**src/rtl/seq_pkg.sv**
```systemverilog
package seq_pkg;

    localparam int unsigned OPW = 3;

    typedef enum logic [2:0] {
        S_FREQ  = 3'd0,
        S_FWAIT = 3'd1,
        S_EXEC  = 3'd2,
        S_EWAIT = 3'd3,
        S_ICHK  = 3'd4
    } seq_state_e;

    typedef enum logic [OPW-1:0] {
        OP_NOP   = 3'd0,
        OP_LOAD  = 3'd1,
        OP_STORE = 3'd2,
        OP_ADD   = 3'd3,
        OP_JUMP  = 3'd4,
        OP_RET   = 3'd5
    } seq_op_e;

endpackage

```
**src/rtl/seq_decode.sv**
```systemverilog
module seq_decode
    import seq_pkg::*;
#(
    parameter int unsigned DW = 16,
    parameter int unsigned AW = 8
) (
    input  logic [DW-1:0] ir_i,
    output logic [AW-1:0] operand_o,
    output logic          is_load_o,
    output logic          is_store_o,
    output logic          is_add_o,
    output logic          is_jump_o,
    output logic          is_ret_o
);
    localparam int unsigned GAP_LO = AW;
    localparam int unsigned GAP_HI = DW - OPW - 1;

    logic [OPW-1:0] opcode;
    logic           unused_gap;

    assign opcode     = ir_i[DW-1 -: OPW];
    assign operand_o  = ir_i[AW-1:0];
    assign unused_gap = ^ir_i[GAP_HI:GAP_LO];

    always_comb begin
        is_load_o  = (opcode == OP_LOAD);
        is_store_o = (opcode == OP_STORE);
        is_add_o   = (opcode == OP_ADD);
        is_jump_o  = (opcode == OP_JUMP);
        is_ret_o   = (opcode == OP_RET);
    end
endmodule

```
**src/rtl/seq_alu.sv**
```systemverilog
module seq_alu #(
    parameter int unsigned DW = 16
) (
    input  logic [DW-1:0] acc_i,
    input  logic [DW-1:0] mem_i,
    input  logic          add_i,
    output logic [DW-1:0] res_o
);
    always_comb begin
        if (add_i) res_o = acc_i + mem_i;
        else       res_o = mem_i;
    end
endmodule

```
**src/rtl/seq_ctx.sv**
```systemverilog
module seq_ctx #(
    parameter int unsigned DW = 16,
    parameter int unsigned AW = 8
) (
    input  logic          clk_i,
    input  logic          rst_ni,
    input  logic          save_i,
    input  logic [AW-1:0] pc_i,
    input  logic [DW-1:0] acc_i,
    output logic [AW-1:0] pc_o,
    output logic [DW-1:0] acc_o
);
    typedef struct packed {
        logic [AW-1:0] pc;
        logic [DW-1:0] acc;
    } ctx_s;

    ctx_s ctx_d, ctx_q;

    always_comb begin
        ctx_d = ctx_q;
        if (save_i) begin
            ctx_d.pc  = pc_i;
            ctx_d.acc = acc_i;
        end
    end

    always_ff @(posedge clk_i or negedge rst_ni) begin
        if (!rst_ni) ctx_q <= '0;
        else         ctx_q <= ctx_d;
    end

    assign pc_o  = ctx_q.pc;
    assign acc_o = ctx_q.acc;
endmodule

```
**src/rtl/fx_sequencer.sv**
```systemverilog
module fx_sequencer
    import seq_pkg::*;
#(
    parameter int unsigned DW       = 16,
    parameter int unsigned AW       = 8,
    parameter int unsigned ISR_ADDR = 64
) (
    input  logic          clk_i,
    input  logic          rst_ni,
    input  logic          irq_i,
    input  logic          irq_en_i,
    output logic [AW-1:0] mem_addr_o,
    output logic          mem_rd_o,
    output logic          mem_wr_o,
    output logic [DW-1:0] mem_wdata_o,
    input  logic [DW-1:0] mem_rdata_i,
    output logic [AW-1:0] pc_o,
    output logic [DW-1:0] acc_o,
    output logic          in_handler_o
);
    localparam logic [AW-1:0] ISR_VEC = AW'(ISR_ADDR);

    typedef struct packed {
        seq_state_e    st;
        logic [AW-1:0] pc;
        logic [DW-1:0] ir;
        logic [DW-1:0] acc;
        logic          in_isr;
    } core_s;

    core_s core_d, core_q;

    logic [AW-1:0] operand;
    logic          is_load, is_store, is_add, is_jump, is_ret;
    logic [DW-1:0] alu_res;
    logic          ctx_save;
    logic [AW-1:0] ctx_pc;
    logic [DW-1:0] ctx_acc;

    seq_decode #(.DW(DW), .AW(AW)) u_decode (
        .ir_i       (core_q.ir),
        .operand_o  (operand),
        .is_load_o  (is_load),
        .is_store_o (is_store),
        .is_add_o   (is_add),
        .is_jump_o  (is_jump),
        .is_ret_o   (is_ret)
    );

    seq_alu #(.DW(DW)) u_alu (
        .acc_i (core_q.acc),
        .mem_i (mem_rdata_i),
        .add_i (is_add),
        .res_o (alu_res)
    );

    seq_ctx #(.DW(DW), .AW(AW)) u_ctx (
        .clk_i  (clk_i),
        .rst_ni (rst_ni),
        .save_i (ctx_save),
        .pc_i   (core_q.pc),
        .acc_i  (core_q.acc),
        .pc_o   (ctx_pc),
        .acc_o  (ctx_acc)
    );

    always_comb begin
        core_d      = core_q;
        mem_rd_o    = 1'b0;
        mem_wr_o    = 1'b0;
        mem_addr_o  = core_q.pc;
        mem_wdata_o = core_q.acc;
        ctx_save    = 1'b0;
        unique case (core_q.st)
            S_FREQ: begin
                mem_rd_o  = 1'b1;
                core_d.st = S_FWAIT;
            end
            S_FWAIT: begin
                core_d.ir = mem_rdata_i;
                core_d.pc = core_q.pc + 1'b1;
                core_d.st = S_EXEC;
            end
            S_EXEC: begin
                core_d.st = S_ICHK;
                if (is_load || is_add) begin
                    mem_rd_o   = 1'b1;
                    mem_addr_o = operand;
                    core_d.st  = S_EWAIT;
                end else if (is_store) begin
                    mem_wr_o   = 1'b1;
                    mem_addr_o = operand;
                end else if (is_jump) begin
                    core_d.pc = operand;
                end else if (is_ret) begin
                    core_d.pc     = ctx_pc;
                    core_d.acc    = ctx_acc;
                    core_d.in_isr = 1'b0;
                end
            end
            S_EWAIT: begin
                core_d.acc = alu_res;
                core_d.st  = S_ICHK;
            end
            S_ICHK: begin
                core_d.st = S_FREQ;
                if (irq_i && irq_en_i && !core_q.in_isr) begin
                    ctx_save      = 1'b1;
                    core_d.pc     = ISR_VEC;
                    core_d.in_isr = 1'b1;
                end
            end
            default: core_d.st = S_FREQ;
        endcase
    end

    always_ff @(posedge clk_i or negedge rst_ni) begin
        if (!rst_ni) begin
            core_q    <= '0;
            core_q.st <= S_FREQ;
        end else begin
            core_q <= core_d;
        end
    end

    assign pc_o         = core_q.pc;
    assign acc_o        = core_q.acc;
    assign in_handler_o = core_q.in_isr;

    AST_STROBE_EXCL: assert property (@(posedge clk_i) disable iff (!rst_ni)
        !(mem_rd_o && mem_wr_o));
    AST_READ_GAP: assert property (@(posedge clk_i) disable iff (!rst_ni)
        mem_rd_o |=> !mem_rd_o);
    AST_PC_STEP: assert property (@(posedge clk_i) disable iff (!rst_ni)
        (core_q.st == S_FWAIT) |=> (core_q.pc == $past(core_q.pc) + 1'b1));
    AST_ENTRY_SAVE: assert property (@(posedge clk_i) disable iff (!rst_ni)
        $rose(core_q.in_isr) |-> (core_q.pc == ISR_VEC && ctx_pc == $past(core_q.pc)
                                  && ctx_acc == $past(core_q.acc)));
    AST_NO_REENTRY: assert property (@(posedge clk_i) disable iff (!rst_ni)
        (core_q.in_isr && core_q.st == S_ICHK) |=> (core_q.in_isr && $stable(ctx_pc)
                                                     && $stable(ctx_acc)));
    AST_RESTORE: assert property (@(posedge clk_i) disable iff (!rst_ni)
        $fell(core_q.in_isr) |-> (core_q.pc == ctx_pc && core_q.acc == ctx_acc));
    AST_MASKED: assert property (@(posedge clk_i) disable iff (!rst_ni)
        (core_q.st == S_ICHK && !irq_en_i) |=> $stable(core_q.in_isr));
endmodule

```
**config.mk**
```make
export PLATFORM = sky130hd
export DESIGN_NAME = fx_sequencer
export DESIGN_NICKNAME = d
export VERILOG_FILES = /design/src/rtl/seq_pkg.sv /design/src/rtl/seq_decode.sv /design/src/rtl/seq_alu.sv /design/src/rtl/seq_ctx.sv /design/src/rtl/fx_sequencer.sv
export SDC_FILE = /design/constraint.sdc
export NUM_CORES = 1
export LEC_CHECK = 0
export ABC_AREA = 1
export BUFFER_PORTS_ARGS = -buffer_cell sky130_fd_sc_hd__buf_2
export CAP_MARGIN = 15
export CORE_MARGIN = 2
export CORE_UTILIZATION = 59
export CTS_BUF_LIST = sky130_fd_sc_hd__clkbuf_4 sky130_fd_sc_hd__clkbuf_8
export DETAILED_ROUTE_END_ITERATION = 12
export PLACE_DENSITY = 0.83
export SLEW_MARGIN = 10
export SYNTH_ARGS = -nofsm -noshare
export SYNTH_HDL_FRONTEND = slang
export SYNTH_SLANG_ARGS = --single-unit
```
**constraint.sdc**
```tcl
create_clock -name clk_i -period 2.5 [get_ports clk_i]
set_input_delay 0.25 -clock clk_i [delete_from_list [all_inputs] [get_ports clk_i]]
set_output_delay 0.25 -clock clk_i [all_outputs]
set_load 0.005 [all_outputs]
```
* Word level (Yosys, flattened, before mapping) *
Index checks and enable logic that the tools add are counted.

cells by class
  $add $sub $neg = 2
  equality and inequality tests = 15
  muxes and demuxes = 26
  reduce and logical (&&, ||, !) cells = 11

operators with widths
  operator             number
  $mux 17              4
  $mux 8               8
  $pmux 16 s2          1
  $pmux 8 s3           1
  $add 16x16->16       1
  $mux 16              1
  $eq 3x2->1 const B   4
  $pmux 3 s4           1
  $ne 2x2->1 const B   5
  $reduce_and 5->1     2
  $eq 3x3->1 const B   3
  $add 8x1->8 const B  1
  $mux 1               7
  $eq 3x1->1 const B   2
  $reduce_and 6->1     1
  $pmux 1 s2           2
  $reduce_bool 2->1    2
  $logic_not 3->1      1
  $mux 3               1
  $ne 3x3->1 const B   1
  $reduce_bool 3->1    1
  $logic_and 1x1->1    2
  $logic_not 1->1      1
  $logic_or 1x1->1     1

storage, ports and cells
  bits in registers = 68
  bits of input ports = 20
  output and inout bits = 51
  word-level logic and storage cells = 61

* Longest topological paths before layout *
Gate-level depths: netlist (run 1).

  word-level depth = 6
  gate-level depth with buffers = 12
  gate-level depth less buffers = 12

* Hierarchy *
Synthesis (run 1) repeated with hierarchy kept, for this count alone.

unflattened totals
  cells, all modules = 714
  area total of the unflattened synthesis = 4,976.0 um^2

by module, submodules not included
  module        times used  cells each  area each (um^2)  seq. area each (um^2)
  fx_sequencer  1           372         2,808.9           1,101.1
  seq_alu       1           221         1,088.5           0.0
  seq_ctx       1           102         974.7             600.6
  seq_decode    1           19          103.8             0.0

* Worst setup path before layout (run 1) *
OpenSTA, ideal clock, no wires.

  path kind = reg-to-reg
  start = reg core_q, in the netlist acc_o[0]
  end = reg core_q, in the netlist acc_o[8]
  library setup time = 65 ps
  arrival time = 1,735 ps
  required time = 2,435 ps
  slack = 700 ps
  cell stages (with the launch flop) = 12
  buffers on the path = 0
  period minus slack after synthesis = 1,800 ps
  path through = dfrtp_1 -> ha_1 -> fa_1 -> nand2_1 -> nand2_1 -> and2_1 -> a21oi_1 -> xnor2_1 -> nand2_1 -> nand2_1 -> nand2_1 -> nand2_1

on the way
  cells in the longest elaborated chain, start to end = 3

RTL lines
  what                    line                 source
  from (decl)             fx_sequencer.sv:31   core_s core_d, core_q;
  from (signal assigned)  fx_sequencer.sv:122  core_q <= core_d;
  $add 16x16->16          seq_alu.sv:10        if (add_i) res_o = acc_i + mem_i;
  $mux 16                 seq_alu.sv:10
  $pmux 16 s2             fx_sequencer.sv:74   unique case (core_q.st)

Every way passes these cells.
A chain may end at the register's enable or synchronous reset.

* Worst setup path in the final report (run 1) *
  start = reg core_q[43] (netlist bit)
  end = out mem_addr_o[4]

on the way
  cells in the longest elaborated chain, start to end = 2

RTL lines
  what        line                source
  $eq 3x2->1  fx_sequencer.sv:74
  $mux 8      fx_sequencer.sv:74
  to (decl)   fx_sequencer.sv:12  output logic [AW-1:0] mem_addr_o,

Every way passes these cells.

==> results of run 1 <==
-- registers in the layout (all words and copies together) (netlist names) --
register	count
u_ctx.acc_o	16
u_ctx.pc_o	8
acc_o	16
pc_o	8
core_q	14
in_handler_o	1
-- cell families after synthesis --
kind of cell / synth area share (%)
and+or+nand+nor: 23.1
buffers and inverters: 15.4
AOI/OAI and AO/OA: 13.7
DFF: 36.8
adders and majority gates: 5.14
muxes: 3.68
xor gates and xnor gates: 2.25
-- where the power goes --
| group | internal (uW) | switching, uW |
|---|---|---|
| Sequential | 1480 | 452 |
| Clock | 470 | 455 |
| Combinational | 1240 | 1810 |
-- final cells by class --
cell class                 count  area [um^2]  share of cell area, %
timing repair buffer          78          425                   9.14
multi-input combinational    382         2050                   44.1
clock inverter                 7         80.1                   1.72
inverter                      72          273                   5.86
clock buffer                   9          124                   2.66
tap                           99          124                   2.66
sequential                    63         1580                   33.9
-- cells in the mapped netlist, types with 2 or more instances --
master / n / area share [%]
a211oi_1: 2 / 0.35
a21oi_1: 52 / 6.1
a22oi_1: 2 / 0.35
a31oi_1: 5 / 0.73
buf_2: 6 / 0.70
buf_4: 41 / 7.2
buf_6: 2 / 0.53
clkbuf_1: 7 / 0.61
dfrtp_1: 63 / 37
ha_1: 16 / 4.7
inv_1: 66 / 5.8
inv_2: 5 / 0.44
mux2_2: 14 / 3.7
nand2_1: 136 / 12
nand3_1: 21 / 2.5
nand3b_1: 2 / 0.35
nand4_1: 2 / 0.29
nor2_1: 52 / 4.6
nor2_4: 3 / 0.79
nor3_1: 4 / 0.47
o211ai_1: 2 / 0.35
o21ai_0: 28 / 3.3
o21ai_1: 18 / 2.1
or2_2: 2 / 0.29
xnor2_1: 4 / 0.82
xor2_1: 7 / 1.4
-- per-stage QoR --
stage	power, uW	hold WS (ps)	util, %
finish	5910	181	65.2
global route	6490	179	65.2
floorplan	4420	-45.6	-
detailed placement	4990	335	62.2
CTS	5930	165	65.2
global placement	4830	324	62.2
-- worst paths after layout --
path / start / to / slack (ps) / cells after the start
worst max-delay path: core_q[43]$_DFF_PN0_ / mem_addr_o[4] / 350 / 7
worst min-delay path: mem_rdata_i[3] / core_q[20]$_DFFE_PN0P_ / 180 / 3
worst max register to register: acc_o[0]$_DFFE_PN0P_ / acc_o[8]$_DFFE_PN0P_ / 530 / 11
worst min register to register: u_ctx.pc_o[1]$_DFFE_PN0P_ / u_ctx.pc_o[1]$_DFFE_PN0P_ / 490 / 2
max in group asynchronous: rst_ni / u_ctx.acc_o[10]$_DFFE_PN0P_ / 1370 / 3
min in group asynchronous: rst_ni / pc_o[0]$_DFFE_PN0P_ / 490 / 2
-- metal layers --
layer,GRT usage (%),vias to the layer above,part of all wire [%]
li1,-,1873,-
met1,32.4,1746,44
met2,43.9,109,50
met3,4.43,18,4.8
met4,10.3,0,1.5
met5,0,-,0
-- layout by cell type, fill, tap and decap left out, types with 3 or more instances in the layout --
cell	n
nand3_1	21
mux2_2	14
nand2_1	136
a31oi_1	5
buf_2	70
a21oi_1	52
o21ai_0	28
buf_4	6
nor2_4	3
nor2_1	52
xnor2_1	4
dfrtp_1	63
xor2_1	7
inv_1	66
ha_1	16
nor3_1	4
clkbuf_8	9
inv_2	5
o21ai_1	18
-- timing repair --
action	in CTS	in global routing
endpoints found under the setup margin	0	0
gates resized for setup	0	0
hold buffers	1	0
endpoints found under the hold margin	27	0
-- critical path, stage by stage (launching register included) --
cell	delay (ps)
dfrtp_1	460
nor2_4	180
nand2_4	110
nor4_2	250
a31oi_2	50
buf_4	210
a21oi_1	160
buf_2	130
==> flow_metrics.env, run 1 <==
export IMPL_outcome="completed"
export IMPL_yosys_warnings=0
export IMPL_drc=0
export IMPL_required_ps=2250
export IMPL_synth_area_per_cell_um2=7.48
export IMPL_grt_pass1_wl_um=15800
export IMPL_cts_sinks=63
export IMPL_cts_tree="built"
export IMPL_placed_area_um2=4440
export IMPL_critPathLaunchType="flop"
export IMPL_synth_seq_cells=63
export IMPL_grt_max_degree=37
export IMPL_end_kind="output port"
export IMPL_setup_viol=0
export IMPL_drt_wl_total_um=9690
export IMPL_nNetsFinal=643
export IMPL_yosys_most_used_dff="dfrtp_1"
export IMPL_die_area_um2=7970
export IMPL_root_buffer="clkbuf_8"
export IMPL_grt_usage_pct=25.7
export IMPL_grt_setup_unrepaired="false"
export IMPL_io_buffer_count=70
export IMPL_powerDensity_nw_per_um2=1270
export IMPL_diodes=0
export IMPL_syn_nets=610
export IMPL_vias_per_cell=5.28
export IMPL_cts_path_max_buffers=2
export IMPL_final_cells=710
export IMPL_cts_buffers=9
export IMPL_p_leak_uw=0.00247
export IMPL_finalHoldViolCount=0
export IMPL_die_w_um=89.3
export IMPL_overflow=0
export IMPL_area_growth_syn_to_layout_pct=8.55
export IMPL_drtAntennaViolNets=0
export IMPL_rows=31
export IMPL_ctsHtreeMaxLevel=3
export IMPL_setup_ws_ps=346
export IMPL_grt_pass1_vias=3424
export IMPL_wl_per_cell_um=13.6
export IMPL_synth_edf_count=0
export IMPL_fin_crit_ps=2150
export IMPL_hp_class="in2reg"
export IMPL_clock_latency_ps=350
export IMPL_firstDrtPassIters=5
export IMPL_syn_inst=573
export IMPL_cp_max_fo=16
export IMPL_synth_cell_types=37
export IMPL_vias=3746
export IMPL_ir_drop_v=0.000638
export IMPL_gp_congestion=0.856
export IMPL_setup_tns_ps=0
export IMPL_drtIter0Drc=238
export IMPL_slew_headroom_pct=51.1
export IMPL_fmax_ghz=0.464
export IMPL_ioPinCount=71
export IMPL_pre_cts_slack_ps=559
export IMPL_cp_arrival_ps=1900
export IMPL_hpwl_um=7180
export IMPL_drive_gt1_share_pct=20.5
export IMPL_yosysSeqAreaShare_pct=36.8
export IMPL_antenna_found_initial=0
export IMPL_post_route_period_util_pct=86.2
export IMPL_nFillCells=673
export IMPL_worst_slew_pin_slew_ps=733
export IMPL_drv_slew=0
export IMPL_clkTransAtPathRegs_ps=80
export IMPL_clock_skew_ps=7.13
export IMPL_async_reset_ff_share_pct=100
export IMPL_start_util_pct=60.1
export IMPL_cap_violations=0
export IMPL_syn_area_um2=4290
export IMPL_finalInstanceArea_um2=4650
export IMPL_place_inst=693
export IMPL_core_area_um2=7140
export IMPL_post_cts_buffers=0
export IMPL_die_height_um=89.3
export IMPL_worstSetupPathType="reg2out"
Power figures use the tool's default switching activity.
==> run 2: changes to the inputs <==
CORE_UTILIZATION = 53   (was 59)
PLACE_DENSITY = 0.79   (was 0.83)
clock period = 1.78 ns   (was 2.5 ns; I/O delays follow)
==> flow_metrics.env, run 2 (synthesis results as in run 1) <==
export IMPL_powerDensity_nw_per_um2=1810
export IMPL_core_area_um2=7770
export IMPL_diodes=0
export IMPL_power_total_uw=9730
export IMPL_layout_commonest_cell="nand2_1"
export IMPL_cap_violations=0
export IMPL_ff2ff_setup_slack_ps=-10
export IMPL_grt_pass1_wl_um=17400
export IMPL_final_util_pct=69.4
export IMPL_slew_headroom_pct=71.4
export IMPL_hp_start="mem_rdata_i[13]"
export IMPL_setup_viol=9
export IMPL_path_buf_inv=3
export IMPL_hold_slack_ps=118
export IMPL_ctsHtreeMaxLevel=3
export IMPL_drtAntennaViolNets=0
export IMPL_clock_latency_ps=350
export IMPL_gp_congestion=0.879
export IMPL_grt_usage_pct=25.0
export IMPL_fmax_ghz=0.513
export IMPL_grt_setup_unrepaired="true"
export IMPL_fin_crit_ps=1950
export IMPL_antenna_found_initial=0
export IMPL_hpwl_um=7350
export IMPL_vias=4051
export IMPL_die_w_um=93.9
export IMPL_overflow=0
export IMPL_multi_input_area_um2=2370
export IMPL_regToRegEndpoint="acc_o[14]$_DFFE_PN0P_"
export IMPL_area_growth_syn_to_layout_pct=25.7
export IMPL_reg2reg_from="core_q[42]$_DFF_PN0_"
export IMPL_drc=0
export IMPL_hp_class="in2reg"
export IMPL_nFillCells=633
export IMPL_cp_cell_sequence="inv_2 -> nor2_4 -> nand2_4 -> nor4_4 -> buf_6 -> a31oi_4 -> nor2_1 -> a21oi_1 -> buf_2"
export IMPL_drtIter0Drc=188
export IMPL_p_leak_uw=0.00271
export IMPL_cts_sinks=63
export IMPL_violations="negative setup slack"
export IMPL_worst_slew_pin_slew_ps=426
export IMPL_finalHoldViolCount=0
export IMPL_cp_max_fo=8
export IMPL_firstDrtPassIters=5
export IMPL_outcome="complete, but fails checks"
export IMPL_grt_max_degree=64
export IMPL_drive_gt1_share_pct=33.9
export IMPL_layout_common_cells="nand2_1, buf_2, inv_1, dfrtp_1, nor2_1"
export IMPL_cts_buffers=9
export IMPL_io_buffer_count=70
export IMPL_clock_skew_ps=11.8
export IMPL_post_route_period_util_pct=110
export IMPL_vias_per_cell=5.36
export IMPL_slowest_stage="dfrtp_1"
export IMPL_wl_per_cell_um=14.9
export IMPL_finalInstanceArea_um2=5390
export IMPL_required_ps=1600
export IMPL_start_util_pct=55.2
export IMPL_cp_arrival_ps=1770
export IMPL_die_height_um=93.9
export IMPL_die_area_um2=8830
export IMPL_ir_drop_v=0.000837
export IMPL_drv_slew=0
export IMPL_r2r_cells=13
export IMPL_placed_area_um2=4620
export IMPL_setup_ws_ps=-171
export IMPL_crit_family="compound AO/OA/AOI/OAI gates"
export IMPL_setup_tns_ps=-1180
export IMPL_critPathLaunchType="flop"
export IMPL_cts_tree="built"
export IMPL_drt_wl_total_um=11200
export IMPL_max_stage_delay_ps=390
export IMPL_worstSetupPathType="reg2out"
export IMPL_rows=32
export IMPL_hold_end="core_q[30]$_DFFE_PN0P_"
export IMPL_end_kind="output port"
export IMPL_ioPinCount=71
export IMPL_grt_pass1_vias=3787
export IMPL_hold_depth=3
export IMPL_clkTransAtPathRegs_ps=70
export IMPL_cts_path_max_buffers=2
export IMPL_nNetsFinal=686
export IMPL_root_buffer="clkbuf_8"
export IMPL_seq_area_um2=1590
[run 2: changes by cell type in the layout (fill, tap and decap cells not counted), moves of 3 or more]
cell     change
a21oi_1     -15
a21oi_2     +12
a21oi_4      +3
buf_4       +34
buf_6        +6
dfrtp_1      -7
dfrtp_2      +7
ha_1        -12
ha_4        +11
nand2_1     -10
nand2_2     +10
nand3_1      -3
[run 2: final cells by class]
type / instances / area share [%]
Multi-Input combinational cell: 383 / 44.0
Sequential cell: 63 / 29.4
Timing Repair Buffer: 120 / 15.0
Inverter: 72 / 5.25
Clock buffer: 12 / 2.95
Tap cell: 102 / 2.37
Clock inverter: 4 / 0.998
[run 2: repair_timing]
item / in CTS / in global routing
cloned: 1 / 1
hold endpoints to repair: 63 / 0
hold buffers: 1 / 0
pin swaps: 4 / 15
buffers inserted: 7 / 14
resized for setup: 14 / 57
setup endpoints to repair: 14 / 34
[run 2: worst reg2reg max path: cells and delay by family (launching register included)]
kind / cells / cell delay, ps
flops: 1 / 360
buf+inv: 6 / 640
simple gates: 5 / 460
compound gates: 2 / 200
[run 2: routing by layer]
layer / up-vias / part of all wire (%) / GRT usage [%]
met5: - / 0 / 0
met4: 0 / 2.1 / 9.90
met3: 27 / 5.6 / 3.61
met2: 161 / 50 / 43.6
met1: 1900 / 42 / 31.2
li1: 1963 / - / -
[run 2: through the flow]
stage	std cells	worst slack (ps)
after CTS	742	-156
after floorplan	573	2.66
after global placement	717	-7.38
after global routing	756	-248
final	756	-171
after detailed placement	717	-61.9
[run 2: worst max path at each step]
stage                    startpoint  slack [ps]               endpoint  cells after the start
5_1_grt        core_q[42]$_DFF_PN0_        -250          mem_addr_o[1]                      9
4_1_cts        core_q[42]$_DFF_PN0_        -160          mem_addr_o[1]                      9
6_report       core_q[42]$_DFF_PN0_        -170          mem_addr_o[7]                      9
2_1_floorplan  acc_o[0]$_DFFE_PN0P_           3   acc_o[8]$_DFFE_PN0P_                     11
3_5_place_dp   acc_o[0]$_DFFE_PN0P_         -60  acc_o[14]$_DFFE_PN0P_                     11
3_3_place_gp   acc_o[0]$_DFFE_PN0P_          -7   acc_o[8]$_DFFE_PN0P_                     11
[run 2: power by group]
part	internal, uW	switching (uW)	total, uW
sequential	2100	612	2710
combinational	2580	3110	5690
clock	741	593	1330
total	5420	4310	9730
